<file path="config.mk">
export PLATFORM = sky130hd
export DESIGN_NAME = count_compare_timer
export DESIGN_NICKNAME = d
export VERILOG_FILES = /design/src/rtl/tm_pkg.sv /design/src/rtl/tm_counter.sv /design/src/rtl/tm_compare_reg.sv /design/src/rtl/tm_pending.sv /design/src/rtl/count_compare_timer.sv
export SDC_FILE = /design/constraint.sdc
export NUM_CORES = 1
export LEC_CHECK = 0
export BUFFER_PORTS_ARGS = -buffer_cell sky130_fd_sc_hd__buf_4
export CORE_MARGIN = 2
export CORE_UTILIZATION = 29
export DETAILED_ROUTE_END_ITERATION = 8
export GPL_ROUTABILITY_DRIVEN = 0
export GPL_TIMING_DRIVEN = 0
export MAX_ROUTING_LAYER = met4
export PLACE_DENSITY_LB_ADDON = 0.3
export SLEW_MARGIN = 20
export SYNTH_ARGS = -nofsm -noshare
export SYNTH_HDL_FRONTEND = slang
export SYNTH_HIERARCHICAL = 1
export SYNTH_SLANG_ARGS = --single-unit
</file>
<file path="constraint.sdc">
create_clock -name clk -period 3.4 [get_ports clk]
set_input_delay 0.68 -clock clk [delete_from_list [all_inputs] [get_ports clk]]
set_output_delay 0.68 -clock clk [all_outputs]
set_load 0.02 [all_outputs]
</file>
<file path="src/rtl/tm_pkg.sv">
package tm_pkg;
  localparam int unsigned TM_WIDTH    = 32;
  localparam int unsigned TM_ADDR_W   = 2;
  localparam int unsigned TM_PEND_BIT = 30;

  typedef enum logic [TM_ADDR_W-1:0] {
    TM_ADR_COUNT   = 2'd0,
    TM_ADR_COMPARE = 2'd1,
    TM_ADR_STATUS  = 2'd2
  } tm_addr_e;
endpackage

</file>
<file path="src/rtl/tm_counter.sv">
module tm_counter #(
  parameter int unsigned WIDTH = 32
) (
  input  logic             clk,
  input  logic             rst_n,
  input  logic             step_en,
  input  logic             load,
  input  logic [WIDTH-1:0] load_val,
  output logic [WIDTH-1:0] value
);
  localparam logic [WIDTH-1:0] ONE = WIDTH'(1);

  always_ff @(posedge clk or negedge rst_n) begin
    if (!rst_n) begin
      value <= '0;
    end else if (load) begin
      value <= load_val;
    end else if (step_en) begin
      value <= value + ONE;
    end
  end
endmodule

</file>
<file path="src/rtl/tm_compare_reg.sv">
module tm_compare_reg #(
  parameter int unsigned WIDTH = 32
) (
  input  logic             clk,
  input  logic             rst_n,
  input  logic             load,
  input  logic [WIDTH-1:0] load_val,
  output logic [WIDTH-1:0] value
);
  always_ff @(posedge clk or negedge rst_n) begin
    if (!rst_n) begin
      value <= '0;
    end else if (load) begin
      value <= load_val;
    end
  end
endmodule

</file>
<file path="src/rtl/tm_pending.sv">
module tm_pending #(
  parameter int unsigned WIDTH = 32
) (
  input  logic             clk,
  input  logic             rst_n,
  input  logic [WIDTH-1:0] cnt,
  input  logic [WIDTH-1:0] cmp,
  input  logic             ack,
  output logic             pend
);
  logic equal_now;
  logic equal_seen;

  assign equal_now = (cnt == cmp);

  // equal_seen starts high so that the equality present at reset is not reported.
  always_ff @(posedge clk or negedge rst_n) begin
    if (!rst_n) begin
      pend       <= 1'b0;
      equal_seen <= 1'b1;
    end else if (ack) begin
      pend       <= 1'b0;
      equal_seen <= 1'b0;
    end else begin
      equal_seen <= equal_now;
      if (equal_now && !equal_seen) begin
        pend <= 1'b1;
      end
    end
  end
endmodule

</file>
<file path="src/rtl/count_compare_timer.sv">
module count_compare_timer
  import tm_pkg::*;
#(
  parameter int unsigned WIDTH    = TM_WIDTH,
  parameter int unsigned ADDR_W   = TM_ADDR_W,
  parameter int unsigned PEND_BIT = TM_PEND_BIT
) (
  input  logic              clk,
  input  logic              rst_n,
  input  logic              count_en,
  input  logic              reg_we,
  input  logic [ADDR_W-1:0] reg_waddr,
  input  logic [WIDTH-1:0]  reg_wdata,
  input  logic [ADDR_W-1:0] reg_raddr,
  output logic [WIDTH-1:0]  reg_rdata,
  output logic              irq
);
  logic             cnt_wr;
  logic             cmp_wr;
  logic [WIDTH-1:0] count_q;
  logic [WIDTH-1:0] cmp_q;
  logic             pend_q;
  logic [WIDTH-1:0] status_w;

  assign cnt_wr = reg_we && (reg_waddr == ADDR_W'(TM_ADR_COUNT));
  assign cmp_wr = reg_we && (reg_waddr == ADDR_W'(TM_ADR_COMPARE));

  tm_counter #(.WIDTH(WIDTH)) u_count (
    .clk      (clk),
    .rst_n    (rst_n),
    .step_en  (count_en),
    .load     (cnt_wr),
    .load_val (reg_wdata),
    .value    (count_q)
  );

  tm_compare_reg #(.WIDTH(WIDTH)) u_compare (
    .clk      (clk),
    .rst_n    (rst_n),
    .load     (cmp_wr),
    .load_val (reg_wdata),
    .value    (cmp_q)
  );

  tm_pending #(.WIDTH(WIDTH)) u_pend (
    .clk  (clk),
    .rst_n(rst_n),
    .cnt  (count_q),
    .cmp  (cmp_q),
    .ack  (cmp_wr),
    .pend (pend_q)
  );

  always_comb begin
    status_w           = '0;
    status_w[PEND_BIT] = pend_q;
  end

  always_comb begin
    unique case (reg_raddr)
      ADDR_W'(TM_ADR_COUNT):   reg_rdata = count_q;
      ADDR_W'(TM_ADR_COMPARE): reg_rdata = cmp_q;
      ADDR_W'(TM_ADR_STATUS):  reg_rdata = status_w;
      default:                 reg_rdata = '0;
    endcase
  end

  assign irq = pend_q;
endmodule

</file>
=== After elaboration in Yosys (flattened, before gate mapping) ===
Cells that the tools add are included.

* Output and inout bits: 33
* Input port bits: 40
* Flip-flop bits (word level): 66
* Word-level logic and storage cells: 23

* Mux-type cells: 6
* $add $sub $neg: 1
* Reductions and logical operators: 8
* Eq/ne operators: 4

{| class="wikitable"
|+ Operator list
! kind !! number
|-
| $pmux 32 s3 || 1
|-
| $mux 32 || 2
|-
| $add 32x1->32 const B || 1
|-
| $eq 32x32->1 || 1
|-
| $eq 2x1->1 const B || 2
|-
| $logic_not 2->1 || 2
|-
| $reduce_bool 2->1 || 2
|-
| $logic_and 1x1->1 || 3
|-
| $mux 1 || 3
|-
| $eq 2x2->1 const B || 1
|-
| $logic_not 1->1 || 1
|}

=== Longest topological paths before layout ===
* Depth in word-level cells: 4
* Depth in mapped cells: 6
* Mapped depth without buffers: 5

=== Cells and area by module ===
The synthesis kept the hierarchy.

{| class="wikitable"
|+ Modules (own cells, without submodules)
! module !! times used !! cells an instance !! sequential area each (µm²) !! area an instance (µm²)
|-
| tm_counter || 1 || 219 || 800.8 || 1966.9
|-
| tm_compare_reg || 1 || 68 || 800.8 || 1345.0
|-
| count_compare_timer || 1 || 75 || 0.0 || 560.5
|-
| tm_pending || 1 || 49 || 51.3 || 421.7
|}

=== Least setup slack after synthesis ===
No wires, ideal clock.

* Path type: input port to output port
* From: in reg_raddr[0]
* To: out reg_rdata[30]
* Data required time: 2.720 ns
* Stages on the path: 3
* Path slack: 1.319 ns
* Data arrival time: 1.401 ns
* Buffers on the path: 1
* Cells stage by stage: buf_6 mux2i_1 o21ai_0

* Word-level cells in the longest chain between the ends: 2

{| class="wikitable"
|+ Ends and longest elaborated chain
! item !! line !! text
|-
| start: declaration || count_compare_timer.sv:14 || <nowiki>input logic [ADDR_W-1:0] reg_raddr,</nowiki>
|-
| $eq 2x2->1 (tied with other cells) || count_compare_timer.sv:60 || <nowiki>unique case (reg_raddr)</nowiki>
|-
| $pmux 32 s3 * || count_compare_timer.sv:60 ||
|-
| end: declaration || count_compare_timer.sv:15 || <nowiki>output logic [WIDTH-1:0] reg_rdata,</nowiki>
|}

Every way passes the cells marked *; elsewhere a longest branch is shown, timed or not.

=== Worst setup path in the final report ===
* From: in reg_waddr[0]
* To: reg u_count.value[5]

* Word-level cells in the longest chain between the ends: 3

{| class="wikitable"
|+ Ends and longest elaborated chain
! item !! line !! text
|-
| start: declaration || count_compare_timer.sv:12 || <nowiki>input logic [ADDR_W-1:0] reg_waddr,</nowiki>
|-
| $logic_not 2->1 * || count_compare_timer.sv:25 || <nowiki>assign cnt_wr = reg_we && (reg_waddr == ADDR_W'(TM_ADR_COUNT));</nowiki>
|-
| $logic_and 1x1->1 * || count_compare_timer.sv:25 ||
|-
| via cnt_wr || count_compare_timer.sv:18 || <nowiki>logic cnt_wr;</nowiki>
|-
| $mux 32 / $reduce_bool 2->1 (equally long branches) || n/a ||
|-
| end signal: assignment || tm_counter.sv:17 || <nowiki>value <= load_val;</nowiki>
|-
| end signal: assignment || tm_counter.sv:19 || <nowiki>value <= value + ONE;</nowiki>
|-
| end: declaration || tm_counter.sv:9 || <nowiki>output logic [WIDTH-1:0] value</nowiki>
|}

Mark *: on every way through the listed nets, which the timed path passes. The rest lies on a longest branch.
A chain may end at the register's enable or synchronous reset.

==> flow_summary.ini <==
[run_status]
status = finished, final reports clean

[synthesis]
async_reset_ff_share_pct = 100.0
synth_xor_xnor_area_share_pct = 8.974
synth_compound_area_share_pct = 7.925
synth_top_area_cell = dfrtp_1
syn_nets = 452
yosysUniqueCellTypes = 49
synth_area_leaders = dfrtp_1, mux2_4, xor2_1, mux2i_1, nor2_1
synth_seq_cells = 66
yosysMostFrequentCell = dfrtp_1
syn_area_mm2 = 0.004294
synthCells = 411
synthSimpleGateAreaFrac_pct = 20.13
yosysWarnings = 6
synth_top_area_share_pct = 37.88
synthTopCellsByCount = dfrtp_1, nor2_1, xor2_1, mux2i_1, mux2_4
syn_area_per_cell_um2 = 10.45
synth_mux_area_share_pct = 18.71
synth-seq-area-share_pct = 38.49
synth_top_family_by_area = simple AND/OR/NAND/NOR gates
synthFlopType = dfrtp_1
synth_edf_count = 0
synthAdderAreaFrac_pct = 0.2914

[setup_path]
cp-end-kind = flip-flop
worst_ep_required_time_ns = 3.58
crit_start = reg_waddr[0]
arrival_ns = 2.62
cp_num_buf_inv = 3
path_class = in2reg
startpoint_type = input port
worstPathCellList = buf_4, nor3b_1, clkbuf_1, clkbuf_1, o21ai_0
crit_fanout = 10
crit_path_top_delay_cell = nor3b_1
max_stage_delay_ns = 0.69
critical-path-top-delay-family = buffers and inverters
critPathMostFrequentCell = clkbuf_1
timing.rr.start = u_count/value[0]$_DFFE_PN0P_

[route]
drt-total-wl_um = 12920
drtIter0Drc = 216
avgViaCountPerCell = 5.144
post_drt_wl_per_cell_um = 18.97
vias = 3503
firstDrtPassIters = 4
route.detailed.drc = 0
ant_nets = 0

[timing]
setup_viol = 0
hold_ws_ns = 0.4828
slew_viol_final = 0
rsz0062_at_grt = no
hold_violations = 0
fmax_ghz = 0.4101
period_share_pct = 71.71
period_minus_slack_ns = 2.438
worstMarginPinSlew_ns = 0.8797
setup_tns_ns = 0
relSlewSlack_pct = 41.35
fin_skew_ns = 0.006037

[pwr]
p_per_area_mw_per_mm2 = 542.0
intPower_w = 0.001904
p_switching_w = 0.0009865
seqPwrFrac_pct = 40.3
ir_worst_vdd_uv = 217.2
clkPwrFrac_pct = 30.6
p_sw_share_pct = 34.13
combPwrFrac_pct = 29.2
power_leakage_nw = 2.290
power_w = 0.002891

[cts]
path_clk_slew_ns = 0.05
htree_levels = 3
cts_inserted_buffers = 9
root_buffer = clkbuf_16
clock_latency_ns = 0.33
clockBufferDepth = 2
cts_tree = built
numClockSinks = 66
post_cts_buffers = 0
hold_buffers = 0
post_cts_resized = 0

[finish]
fin_nets = 533
fillers = 1454
area_growth_pct = 24.21
drive_above_1_share_pct = 28.77
diodes = 0

[global_routing]
antenna_found_initial = 0
track_usage_pct = 17.22
grt_pass1_wl_um = 20680
grt_pass1_vias = 3591
grt_max_degree = 67
grt_overflow = 0

[run]
maxCapViolations = 0

[floorplan]
die_w_um = 125.7
die_h_um = 125.7
placementRows = 44
ioPinCount = 73
die_area_mm2 = 0.01580
start_util_pct = 29.66
core_mm2 = 0.01448

[min_path]
hp-class = in2async

[placement]
portBuffers = 70
dpl.hpwl_um = 9149
## layer usage
| metal | GRT usage [%] | routed length (um) |
|---|---|---|
| met1 | 23.89 | 6063 |
| met4 | 5.229 | 251 |
| met5 | - | 0 |
| met3 | 2.336 | 710 |
| met2 | 26.26 | 5895 |
## final timing paths
check	endpoint	slack, ns	cells after the start
setup / recovery	u_count/value[5]$_DFFE_PN0P_	0.96	5
hold / removal	u_compare/value[1]$_DFFE_PN0P_	0.48	1
setup reg to reg	u_count/value[22]$_DFFE_PN0P_	1.47	6
hold reg to reg	u_compare/value[26]$_DFFE_PN0P_	0.55	1
max in group asynchronous	u_count/value[28]$_DFFE_PN0P_	2.36	1
min in group clk	u_compare/value[26]$_DFFE_PN0P_	0.55	1
## final cells by class
cell class / instances / area [um2] / share of cell area, %
clock inverters: 2 / 10.01 / 0.1877
plain buffers: 24 / 224.0 / 4.199
clock buffers: 14 / 274.0 / 5.137
inverters: 3 / 11.26 / 0.2111
multi-input cells: 318 / 2406 / 45.11
repair buffers: 70 / 525.5 / 9.852
well taps: 184 / 230.2 / 4.316
flip-flops and latches: 66 / 1653 / 30.99
## worst reg2reg max path, cell delays in order, from the launching register on
cell,delay [ns]
dfrtp_1,0.43
ha_1,0.19
and3_1,0.35
nand3_4,0.18
buf_2,0.25
o31ai_1,0.26
a31oi_1,0.12
## logic make-up (layout without fill, tap and decap cells)
logic type	after synthesis	after routing
fa+ha+maj	1	1
compound gates	54	54
buf+inv	27	113
simple gates	154	154
flops	66	66
mux	65	65
xor+xnor	44	44
## metrics by stage
stage          std cells  utilization, %  setup WS [ns]  area (um2)
6_report             681           36.84         0.9619        5334
5_1_grt              681           36.84         0.7812        5334
4_1_cts              681           36.84         0.9903        5334
3_5_place_dp         665           34.88         0.6457        5050
3_3_place_gp         665           34.88         0.5885        5050
2_1_floorplan        411               -          1.319        4294
## sequential cells by signal, indices dropped and copies added (netlist names)
register	cells
u_compare/value	32
u_count/value	32
u_pend/equal_seen	1
u_pend/pend	1
## power groups by stage
stage / clock network, W / logic (W) / registers [W]
global route: 0.000936 / 0.000918 / 0.00120
CTS: 0.000910 / 0.000846 / 0.00116
detailed placement: 0 / 0.000840 / 0.00117
finish: 0.000884 / 0.000843 / 0.00116
floorplan: 0 / 0.000570 / 0.00111
global placement: 0 / 0.000837 / 0.00116
## placed cells by master, fill, tap and decap left out, types with 8 or more instances in the layout
cell and instances:
nor4_1 8, mux2_4 30, o31ai_1 11, buf_4 72, xor2_1 39, dfrtp_1 65
a31oi_1 14, mux2i_1 33, or4_1 12, nand3_1 11, clkbuf_1 10, nand2_1 24
nor2_1 47, o21ai_0 21, clkbuf_16 9, nand4_1 16
Note: power is estimated with default switching activity, not from simulation.
